--- config.mk ---
export PLATFORM = sky130hd
export DESIGN_NAME = pic_cascade_ack
export DESIGN_NICKNAME = d
export VERILOG_FILES = /design/src/rtl/pic_cascade_pkg.sv /design/src/rtl/pic_rank.sv /design/src/rtl/pic_slice.sv /design/src/rtl/pic_cascade_ack.sv
export SDC_FILE = /design/constraint.sdc
export NUM_CORES = 1
export LEC_CHECK = 0
export ABC_AREA = 1
export ABC_CLOCK_PERIOD_IN_PS = 4800
export BUFFER_PORTS_ARGS = -buffer_cell sky130_fd_sc_hd__buf_2
export CORE_MARGIN = 1.5
export CORE_UTILIZATION = 50
export CTS_BUF_LIST = sky130_fd_sc_hd__clkbuf_8
export CTS_CLUSTER_DIAMETER = 50
export CTS_CLUSTER_SIZE = 16
export DETAILED_ROUTE_END_ITERATION = 8
export GPL_TIMING_DRIVEN = 0
export PLACE_DENSITY = 0.69
export SYNTH_ARGS = -nofsm -noshare
export SYNTH_HDL_FRONTEND = slang
export SYNTH_HIERARCHICAL = 1
export SYNTH_SLANG_ARGS = --single-unit
export TNS_END_PERCENT = 20
--- constraint.sdc ---
create_clock -name clk -period 4.8 [get_ports clk]
set_input_delay 0.24 -clock clk [delete_from_list [all_inputs] [get_ports clk]]
set_output_delay 0.24 -clock clk [all_outputs]
set_load 0.05 [all_outputs]
--- src/rtl/pic_cascade_pkg.sv ---
package pic_cascade_pkg;
  // which path produced the vector on an acknowledge
  typedef enum logic [1:0] {
    SRC_PRIMARY     = 2'd0,
    SRC_SECONDARY   = 2'd1,
    SRC_SEC_SPUR    = 2'd2,
    SRC_PRI_SPUR    = 2'd3
  } vec_src_t;
endpackage

--- src/rtl/pic_rank.sv ---
// Rotating priority search: finds the set bit with the smallest
// (line - base) mod LINES. rank == LINES when nothing is set.
module pic_rank #(
  parameter int LINES = 8,
  localparam int IW = $clog2(LINES)
) (
  input  logic [LINES-1:0] bits,
  input  logic [IW-1:0]    base,
  output logic             found,
  output logic [IW-1:0]    line,
  output logic [IW:0]      rank
);
  always_comb begin
    found = 1'b0;
    line  = '0;
    rank  = (IW+1)'(LINES);
    for (int i = LINES - 1; i >= 0; i--) begin
      if (bits[base + IW'(i)]) begin
        found = 1'b1;
        line  = base + IW'(i);
        rank  = (IW+1)'(i);
      end
    end
  end
endmodule

--- src/rtl/pic_slice.sv ---
// One eight-line priority slice: request, in-service, edge history and
// rotation base registers, with acknowledge and end-of-interrupt updates.
module pic_slice #(
  parameter int LINES = 8,
  localparam int IW = $clog2(LINES)
) (
  input  logic             clk,
  input  logic             rst,
  input  logic [LINES-1:0] line_in,
  input  logic [LINES-1:0] level_mode,
  input  logic [LINES-1:0] force_set,
  input  logic [LINES-1:0] mask,
  input  logic             ack_go,
  input  logic             eoi,
  input  logic             aeoi_en,
  input  logic             rot_en,
  output logic             win_valid,
  output logic [IW-1:0]    win_line
);
  logic [LINES-1:0] irr_q, isr_q, last_q;
  logic [LINES-1:0] irr_d, isr_d, live_req;
  logic [IW-1:0]    base_q, base_d;
  logic             req_v, svc_v, take;
  logic [IW-1:0]    req_line, svc_line;
  logic [IW:0]      req_rank, svc_rank;

  assign live_req = irr_q & ~mask;

  pic_rank #(.LINES(LINES)) u_req_rank (
    .bits(live_req), .base(base_q),
    .found(req_v), .line(req_line), .rank(req_rank)
  );

  pic_rank #(.LINES(LINES)) u_svc_rank (
    .bits(isr_q), .base(base_q),
    .found(svc_v), .line(svc_line), .rank(svc_rank)
  );

  assign win_valid = req_v && (req_rank < svc_rank);
  assign win_line  = req_line;
  assign take      = ack_go && win_valid;

  always_comb begin
    irr_d = (level_mode & line_in)
          | (~level_mode & (irr_q | (line_in & ~last_q)))
          | force_set;
    if (take && !level_mode[win_line]) irr_d[win_line] = 1'b0;

    isr_d = isr_q;
    if (eoi && svc_v) isr_d[svc_line] = 1'b0;
    if (take && !aeoi_en) isr_d[win_line] = 1'b1;

    base_d = base_q;
    if (take && aeoi_en && rot_en) base_d = win_line + IW'(1);
  end

  always_ff @(posedge clk) begin
    if (rst) begin
      irr_q  <= '0;
      isr_q  <= '0;
      last_q <= '0;
      base_q <= '0;
    end else begin
      irr_q  <= irr_d;
      isr_q  <= isr_d;
      last_q <= line_in;
      base_q <= base_d;
    end
  end

  // acknowledged line enters service when auto-EOI is off
  assert_ack_sets_service_R8: assert property (@(posedge clk) disable iff (rst)
    take && !aeoi_en |=> isr_q[$past(win_line)]);

  // acknowledged edge line loses its request, even with a new edge
  assert_edge_cleared_R2: assert property (@(posedge clk) disable iff (rst)
    take && !level_mode[win_line] |=> !irr_q[$past(win_line)]);

  // level lines mirror the sampled input
  assert_level_tracks_R2: assert property (@(posedge clk) disable iff (rst)
    1'b1 |=> ((irr_q & $past(level_mode & ~force_set)) ==
              $past(line_in & level_mode & ~force_set)));

  // auto-EOI leaves nothing in service for the acknowledged line
  assert_aeoi_no_service_R9: assert property (@(posedge clk) disable iff (rst)
    take && aeoi_en |=> !isr_q[$past(win_line)]);
endmodule

--- src/rtl/pic_cascade_ack.sv ---
module pic_cascade_ack
  import pic_cascade_pkg::*;
#(
  parameter int LINES     = 8,
  parameter int VEC_W     = 8,
  parameter int CASC_LINE = 2,
  localparam int IW       = $clog2(LINES),
  localparam int BASE_W   = VEC_W - IW
) (
  input  logic               clk,
  input  logic               rst,
  input  logic [2*LINES-1:0] irq_lines,
  input  logic [LINES-1:0]   trig_level_m,
  input  logic [LINES-1:0]   trig_level_s,
  input  logic [LINES-1:0]   mask_m,
  input  logic [LINES-1:0]   mask_s,
  input  logic [BASE_W-1:0]  base_hi_m,
  input  logic [BASE_W-1:0]  base_hi_s,
  input  logic               aeoi_en,
  input  logic               rot_aeoi_en,
  input  logic               eoi_m,
  input  logic               eoi_s,
  input  logic               ack,
  output logic               int_out,
  output logic [VEC_W-1:0]   vector
);
  localparam logic [LINES-1:0] CASC_BIT = LINES'(1) << CASC_LINE;
  localparam logic [IW-1:0]    CASC_IDX = IW'(CASC_LINE);
  localparam logic [IW-1:0]    SPUR_IDX = IW'(LINES - 1);

  logic             m_win, s_win, s_ack_go;
  logic [IW-1:0]    m_line, s_line;
  logic [LINES-1:0] m_lines, m_level, m_force;
  logic [VEC_W-1:0] vec_d, vec_q;
  logic             int_q;
  vec_src_t         src;

  // primary cascade input is fed only by the secondary winner, as an edge
  assign m_lines  = irq_lines[LINES-1:0] & ~CASC_BIT;
  assign m_level  = trig_level_m & ~CASC_BIT;
  assign m_force  = s_win ? CASC_BIT : '0;
  assign s_ack_go = ack && m_win && (m_line == CASC_IDX);

  pic_slice #(.LINES(LINES)) u_primary (
    .clk(clk), .rst(rst),
    .line_in(m_lines), .level_mode(m_level), .force_set(m_force),
    .mask(mask_m), .ack_go(ack), .eoi(eoi_m),
    .aeoi_en(aeoi_en), .rot_en(rot_aeoi_en),
    .win_valid(m_win), .win_line(m_line)
  );

  pic_slice #(.LINES(LINES)) u_secondary (
    .clk(clk), .rst(rst),
    .line_in(irq_lines[2*LINES-1:LINES]), .level_mode(trig_level_s),
    .force_set('0), .mask(mask_s), .ack_go(s_ack_go), .eoi(eoi_s),
    .aeoi_en(aeoi_en), .rot_en(rot_aeoi_en),
    .win_valid(s_win), .win_line(s_line)
  );

  always_comb begin
    if (!m_win) begin
      src   = SRC_PRI_SPUR;
      vec_d = {base_hi_m, SPUR_IDX};
    end else if (m_line == CASC_IDX) begin
      if (s_win) begin
        src   = SRC_SECONDARY;
        vec_d = {base_hi_s, s_line};
      end else begin
        src   = SRC_SEC_SPUR;
        vec_d = {base_hi_s, SPUR_IDX};
      end
    end else begin
      src   = SRC_PRIMARY;
      vec_d = {base_hi_m, m_line};
    end
  end

  always_ff @(posedge clk) begin
    if (rst) begin
      int_q <= 1'b0;
      vec_q <= '0;
    end else begin
      int_q <= m_win;
      if (ack) vec_q <= vec_d;
    end
  end

  assign int_out = int_q;
  assign vector  = vec_q;

  // output follows the primary winner with one register of delay
  assert_int_follows_R3: assert property (@(posedge clk) disable iff (rst)
    1'b1 |=> int_out == $past(m_win));

  // no primary winner: primary base with line 7
  assert_primary_spurious_R7: assert property (@(posedge clk) disable iff (rst)
    ack && !m_win |=> vector == {$past(base_hi_m), SPUR_IDX});

  // cascade acknowledge carries the secondary line number
  assert_cascade_line_R5: assert property (@(posedge clk) disable iff (rst)
    ack && src == SRC_SECONDARY |=> vector[IW-1:0] == $past(s_line));

  // secondary spurious vector
  assert_secondary_spurious_R6: assert property (@(posedge clk) disable iff (rst)
    ack && src == SRC_SEC_SPUR |=> vector == {$past(base_hi_s), SPUR_IDX});
endmodule

== After elaboration in Yosys (flattened, before gate mapping) ==
Index checks and enable logic that the tools add are counted.
Widths: inputs -> output; s select.
Storage, ports and cells
  register bits: 63
  latch bits: 0
  bits in writable memories: 0
  ROM bits: 0
  input bits: 65
  memories kept: 0
Operators by class
  $add $sub $neg: 16
  multipliers: 0
  divide/modulo/power cells: 0
  magnitude comparators: 26
  eq/ne operators: 1
  shifts and indexed selects: 0
  mux-type cells: 182
  bitwise gates (word level): 29
  reductions and logical operators: 22
Operator list (number)
  $mux 4: 32
  $bmux 1 s3: 34
  $mux 3: 34
  $and 8x8->8: 12
  $lt 3x4->1 const B: 20
  $not 8->8: 10
  $mux 1: 70
  $mux 8: 8
  $or 8x8->8: 6
  $add 3x3->3 const B: 8
  $logic_and 1x1->1: 19
  $add 3x1->3 const B: 4
  $add 3x2->3 const B: 4
  $demux 1 s3: 4
  $ge 3x1->1 const B: 4
  $lt 4x4->1: 2
  $or 8x3->8: 1
  $eq 3x2->1 const B: 1
  $logic_not 1->1: 3

== Logic depth before layout (Yosys ltp) ==
  word-level depth: 20
  gate-level depth with buffers: 30
  depth with buffers taken out: 28

== By module ==
The synthesis kept the hierarchy.
By module, submodules not included
  pic_rank: instances 4, cells each 142, area each 730.7 sq um, seq. area each 0.0 sq um
  pic_slice at u_primary: instances 1, cells each 238, area each 1536.5 sq um, seq. area each 540.5 sq um
  pic_slice at u_secondary: instances 1, cells each 238, area each 1506.4 sq um, seq. area each 540.5 sq um
  pic_cascade_ack: instances 1, cells each 73, area each 506.7 sq um, seq. area each 180.2 sq um

== Worst setup path after synthesis ==
Ideal clock, no wire load.
  kind: reg2reg
  start: register u_primary.base_q[0]
  end: register u_secondary.irr_q[0]
  arrival time: 3.413 ns
  data required time: 4.676 ns
  slack: 1.263 ns
  cell stages (with the launch flop): 26
  clock period less this slack: 3.537 ns
  path through: dfxtp_1 > buf_6 > inv_8 > ha_1 > buf_2 > inv_1 > nand3_1 > nand3_1 > nand2_1 > nor2_2 > inv_2 > nor3_2 > inv_2 > nor2_4 > inv_1 > ha_1 > nand2_1 > inv_1 > nand2_1 > and2_1 > buf_6 > nand2_1 > nor2_1 > nand3_1 > nor2_4 > a21oi_1
On the way
  cells in the longest elaborated chain, start to end: 18
  elaborated cells on any way between the ends: 79
RTL lines
  start: declaration: line pic_slice.sv:22  | logic [IW-1:0] base_q, base_d;
  start signal: assignment: line pic_slice.sv:67  | base_q <= base_d;
  $add 3x3->3: line pic_rank.sv:18  | if (bits[base + IW'(i)]) begin
  $bmux 1 s3: line pic_rank.sv:18
  $mux 1 (implied by the code): line pic_rank.sv:18
  $mux 4 (7 in a row): line pic_rank.sv:18
  $mux 4 (*): line pic_rank.sv:18
  named net u_primary.svc_rank[3]: line pic_slice.sv:25  | logic [IW:0] req_rank, svc_rank;
  $lt 4x4->1 (*): line pic_slice.sv:39  | assign win_valid = req_v && (req_rank < svc_rank);
  $logic_and 1x1->1 (*): line pic_slice.sv:39
  named net m_win: line pic_cascade_ack.sv:31  | logic m_win, s_win, s_ack_go;
  $logic_and 1x1->1 (*) (2 in a row): line pic_cascade_ack.sv:42  | assign s_ack_go = ack && m_win && (m_line == CASC_IDX);
  named net s_ack_go: line pic_cascade_ack.sv:31
  $logic_and 1x1->1 (*): line pic_slice.sv:41  | assign take = ack_go && win_valid;
  $logic_and 1x1->1 (*): line pic_slice.sv:47  | if (take && !level_mode[win_line]) irr_d[win_line] = 1'b0;
  $mux 8 (*): line pic_slice.sv:47
  end signal: assignment: line pic_slice.sv:64  | irr_q <= irr_d;
  end: declaration: line pic_slice.sv:20  | logic [LINES-1:0] irr_q, isr_q, last_q;
Mark *: on every way through the listed nets, which the timed path passes. The rest lies on a longest branch. The select of a mux whose other input is x is not followed.
A chain may end at the register's enable or synchronous reset.

== Worst setup path after layout ==
  start: register u_primary.base_q[1]
  end: register u_secondary.irr_q[3]
On the way
  elaborated cells on any way between the ends: 79
RTL lines
  $add 3x3->3: line pic_rank.sv:18, pic_rank.sv:20
  $bmux 1 s3: line pic_rank.sv:18
  $mux 1 (implied by the code): line pic_rank.sv:18
  $mux 3 (7 in a row): line pic_rank.sv:18
  $mux 3 (*): line pic_rank.sv:18
  named net m_line[1]: line pic_cascade_ack.sv:32  | logic [IW-1:0] m_line, s_line;
  $eq 3x2->1 (*): line pic_cascade_ack.sv:42
  $logic_and 1x1->1 (*): line pic_cascade_ack.sv:42
  named net s_ack_go: line pic_cascade_ack.sv:31
  $logic_and 1x1->1 (*): line pic_slice.sv:41
  $logic_and 1x1->1 (*): line pic_slice.sv:47
  $mux 8 (*): line pic_slice.sv:47
Marked as above.

==> results by group <==
Routing
  – Drt total wl: 16200 um
  – DRC violations left: 0
  – Via/cell ratio: 4.88
  – Vias after detailed routing: 6808
  – DR iter-0 viols: between 300 and 400
  – Mean routed wirelength per cell: roughly 12 um
  – Initial DRT Pass Iterations: 5
  – Post-DRT Antenna Nets: 0

Worst setup path
  – RR Endpoint: u_secondary/irr_q[3]
  – Worst Setup Path Type: flip-flop to flip-flop
  – Critical path peak fanout: 10
  – Crit end category: flip-flop
  – Startpoint Class: flip-flop
  – Crit path to: u_secondary/irr_q[3]
  – Reg2Reg Setup Slack: about 0.44 ns
  – FF-to-FF path depth: 22
  – Worst endpoint required time: 5.03 ns
  – Worst EP arrival: between 4 and 5 ns
  – Reg2reg start: u_primary/base_q[1]
  – Critical path origin: u_primary/base_q[1]

Cells and area
  – Share of cells above drive strength 1: between 20% and 30%
  – Most frequent cells in the layout: nand2_1, nor2_1, inv_1, nand3_1, buf_2
  – Most common cell after layout, fill and taps aside: nand2_1
  – Area Overhead vs Synth: 13.2%
  – # diodes: 0
  – Fillcell total: approximately 1400
  – Nets: 1299

Floorplanning
  – Ports: 74
  – Die Area: 0.0136 sq mm
  – Initial core utilization: 51.3%
  – Row cnt: 41
  – Core Area: 0.0126 sq mm
  – Die width: 117 um
  – Die height: 117 um

Clocking
  – Clock Pin Slew Worst Setup and Hold Paths: 0.07 ns
  – Worst-Skew Late Latency: 0.36 ns
  – # clock sinks: 63
  – Post-CTS sizing: 0
  – CTS Buf Count: 9
  – Post-CTS setup buffers: 0
  – CTS Buffer Depth: 2
  – Root Driver: clkbuf_8
  – CTS tree: built
  – Clock H-tree levels: 3
  – Cts hold-fix bufs: 0

Synth
  – Synth async-reset ratio: 0%
  – Share of the yosys chip area belonging to registers: 19.5%
  – Synth Warn #: 6
  – Synth Register Bits: 63
  – Syn Inst Count: 1117
  – Yosys cell types: 37
  – Number of synthesized flops with an enable pin: 0
  – Mapped Area: about 0.0065 sq mm
  – Synthesized area per cell: 5.79 sq um
  – Post-synth top flop: dfxtp_1

Worst hold path
  – Hold_sp: irq_lines[14]
  – Tightest Hold Check Type: primary input to flip-flop

Global routing
  – Total Routing Usage GR: 25.0%
  – Pin count of the biggest net entering global routing: 11
  – First-pass GRT wire length: 27100 um
  – GR Overflow Total: 0
  – Initial antenna violation count: 1
  – Vias in the first global route: 6166

Timing
  – Max Fclk: between 200 and 250 MHz
  – Fin crit period: 4.36 ns
  – Post-Route Setup TNS: 0 ns
  – Worst rel slew slack: about a third
  – Least-Margin Pin Slew: roughly 1.0 ns
  – Final period util: 90.9%
  – Fin. Hold Viols: 0
  – Clock skew: around 0.0046 ns
  – RSZ-0062 raised after global routing: false
  – Slew Limit Fails: 0
  – Setup Viol. Count Final: 0

Job
  – Max_cap viols: 0

Run status
  – Status: complete, no violations

Placement
  – GP Congestion: roughly 0.94
  – Input/output buffers: 71
  – HPWL Detailed: around 13000 um
worst min path at each step:
| stage | end | cells after the start |
|---|---|---|
| 3_5_place_dp | u_secondary/last_q[6] | 3 |
| 3_3_place_gp | u_secondary/last_q[6] | 3 |
| 6_report | u_secondary/last_q[6] | 3 |
| 4_1_cts | u_secondary/last_q[6] | 3 |
| 2_1_floorplan | int_out | 1 |
| 5_1_grt | u_secondary/last_q[6] | 3 |
worst max-delay path, cell delays in order, from the launching register on:
cell,delay (ns)
dfxtp_1,0.44
buf_6,0.17
inv_2,0.09
ha_1,0.27
buf_2,0.17
inv_1,0.15
nand3_1,0.14
nand3_1,0.14
nand2_2,0.09
inv_1,0.10
nand3_1,0.08
nand3_1,0.09
nand2_1,0.05
nand2_1,0.06
nand2_1,0.05
a21oi_1,0.77
inv_2,0.15
nor2_8,0.21
nand2_2,0.09
nor2_1,0.31
nand3_1,0.23
nor2_4,0.27
a21oi_1,0.10
cell type report:
type | instances | area, sq um | share of cell area, %
multi-input cells | 863 | 4290 | 58.5
flip-flops and latches | 63 | 1260 | 17.2
inverters | 182 | 733 | 10.0
repair buffers | 71 | 355 | 4.85
plain buffers | 28 | 263 | 3.59
well taps | 172 | 215 | 2.94
clock buffers | 12 | 165 | 2.25
clock inverters | 4 | 45.0 | 0.615
registers in the layout, indices dropped and copies added (netlist names):
signal              count
u_primary/isr_q         8
u_primary/irr_q         8
u_primary/base_q        3
u_secondary/base_q      3
vector                  8
u_secondary/isr_q       8
u_primary/last_q        8
int_out                 1
u_secondary/last_q      8
u_secondary/irr_q       8
cells in the mapped netlist (7+ instances only):
master    instances  area [sq um]
nand3_2          16           160
nor2_2           13          81.3
inv_1           140           526
nand2_1         281          1050
a21boi_0         17           128
nor2_4           11           124
inv_2            35           131
o21ai_0          45           225
dfxtp_1          63          1260
nand4_1           7          43.8
buf_6            18           203
ha_1             16           200
nand3_1         127           636
nor3_1           14          70.1
a21oi_1          51           255
nand2_2          34           213
nor2_1          170           638
metal layers:
layer  vias to the layer above  GRT usage [%]  part of all wire [%]
met3                        32           3.86                   3.7
li1                       3688              -                     -
met5                         -              0                 0.062
met4                         2           10.2                   2.2
met2                       149           45.8                    49
met1                      2937           29.0                    45
cell families (layout without fill, tap and decap cells):
logic type | count (synthesis) | count (layout) | share of synthesized area (%)
adders and majority gates | 16 | 16 | 3.09
AOI/OAI and AO/OA | 133 | 133 | 11.8
DFF | 63 | 63 | 19.5
other | 1 | 20 | 0.0579
and+or+nand+nor | 684 | 684 | 48.8
buffers and inverters | 210 | 297 | 15.4
xor gates and xnor gates | 10 | 10 | 1.35
through the flow:
stage | cells | cell area (sq um) | setup slack (ns) | hold slack, ns | utilization [%]
after floorplan | 1136 | 6540 | 1.26 | 0.311 | -
after global placement | 1379 | 7110 | 0.519 | 0.471 | 56.4
after detailed placement | 1379 | 7110 | 0.490 | 0.474 | 56.4
after CTS | 1395 | 7320 | 0.482 | 0.0839 | 58.0
after global routing | 1395 | 7320 | 0.121 | 0.114 | 58.0
final | 1395 | 7320 | 0.436 | 0.106 | 58.0
Power is left out: the tool's default activity adds up to more than one toggle a clock period on the data nets, which glitch-free logic cannot reach.
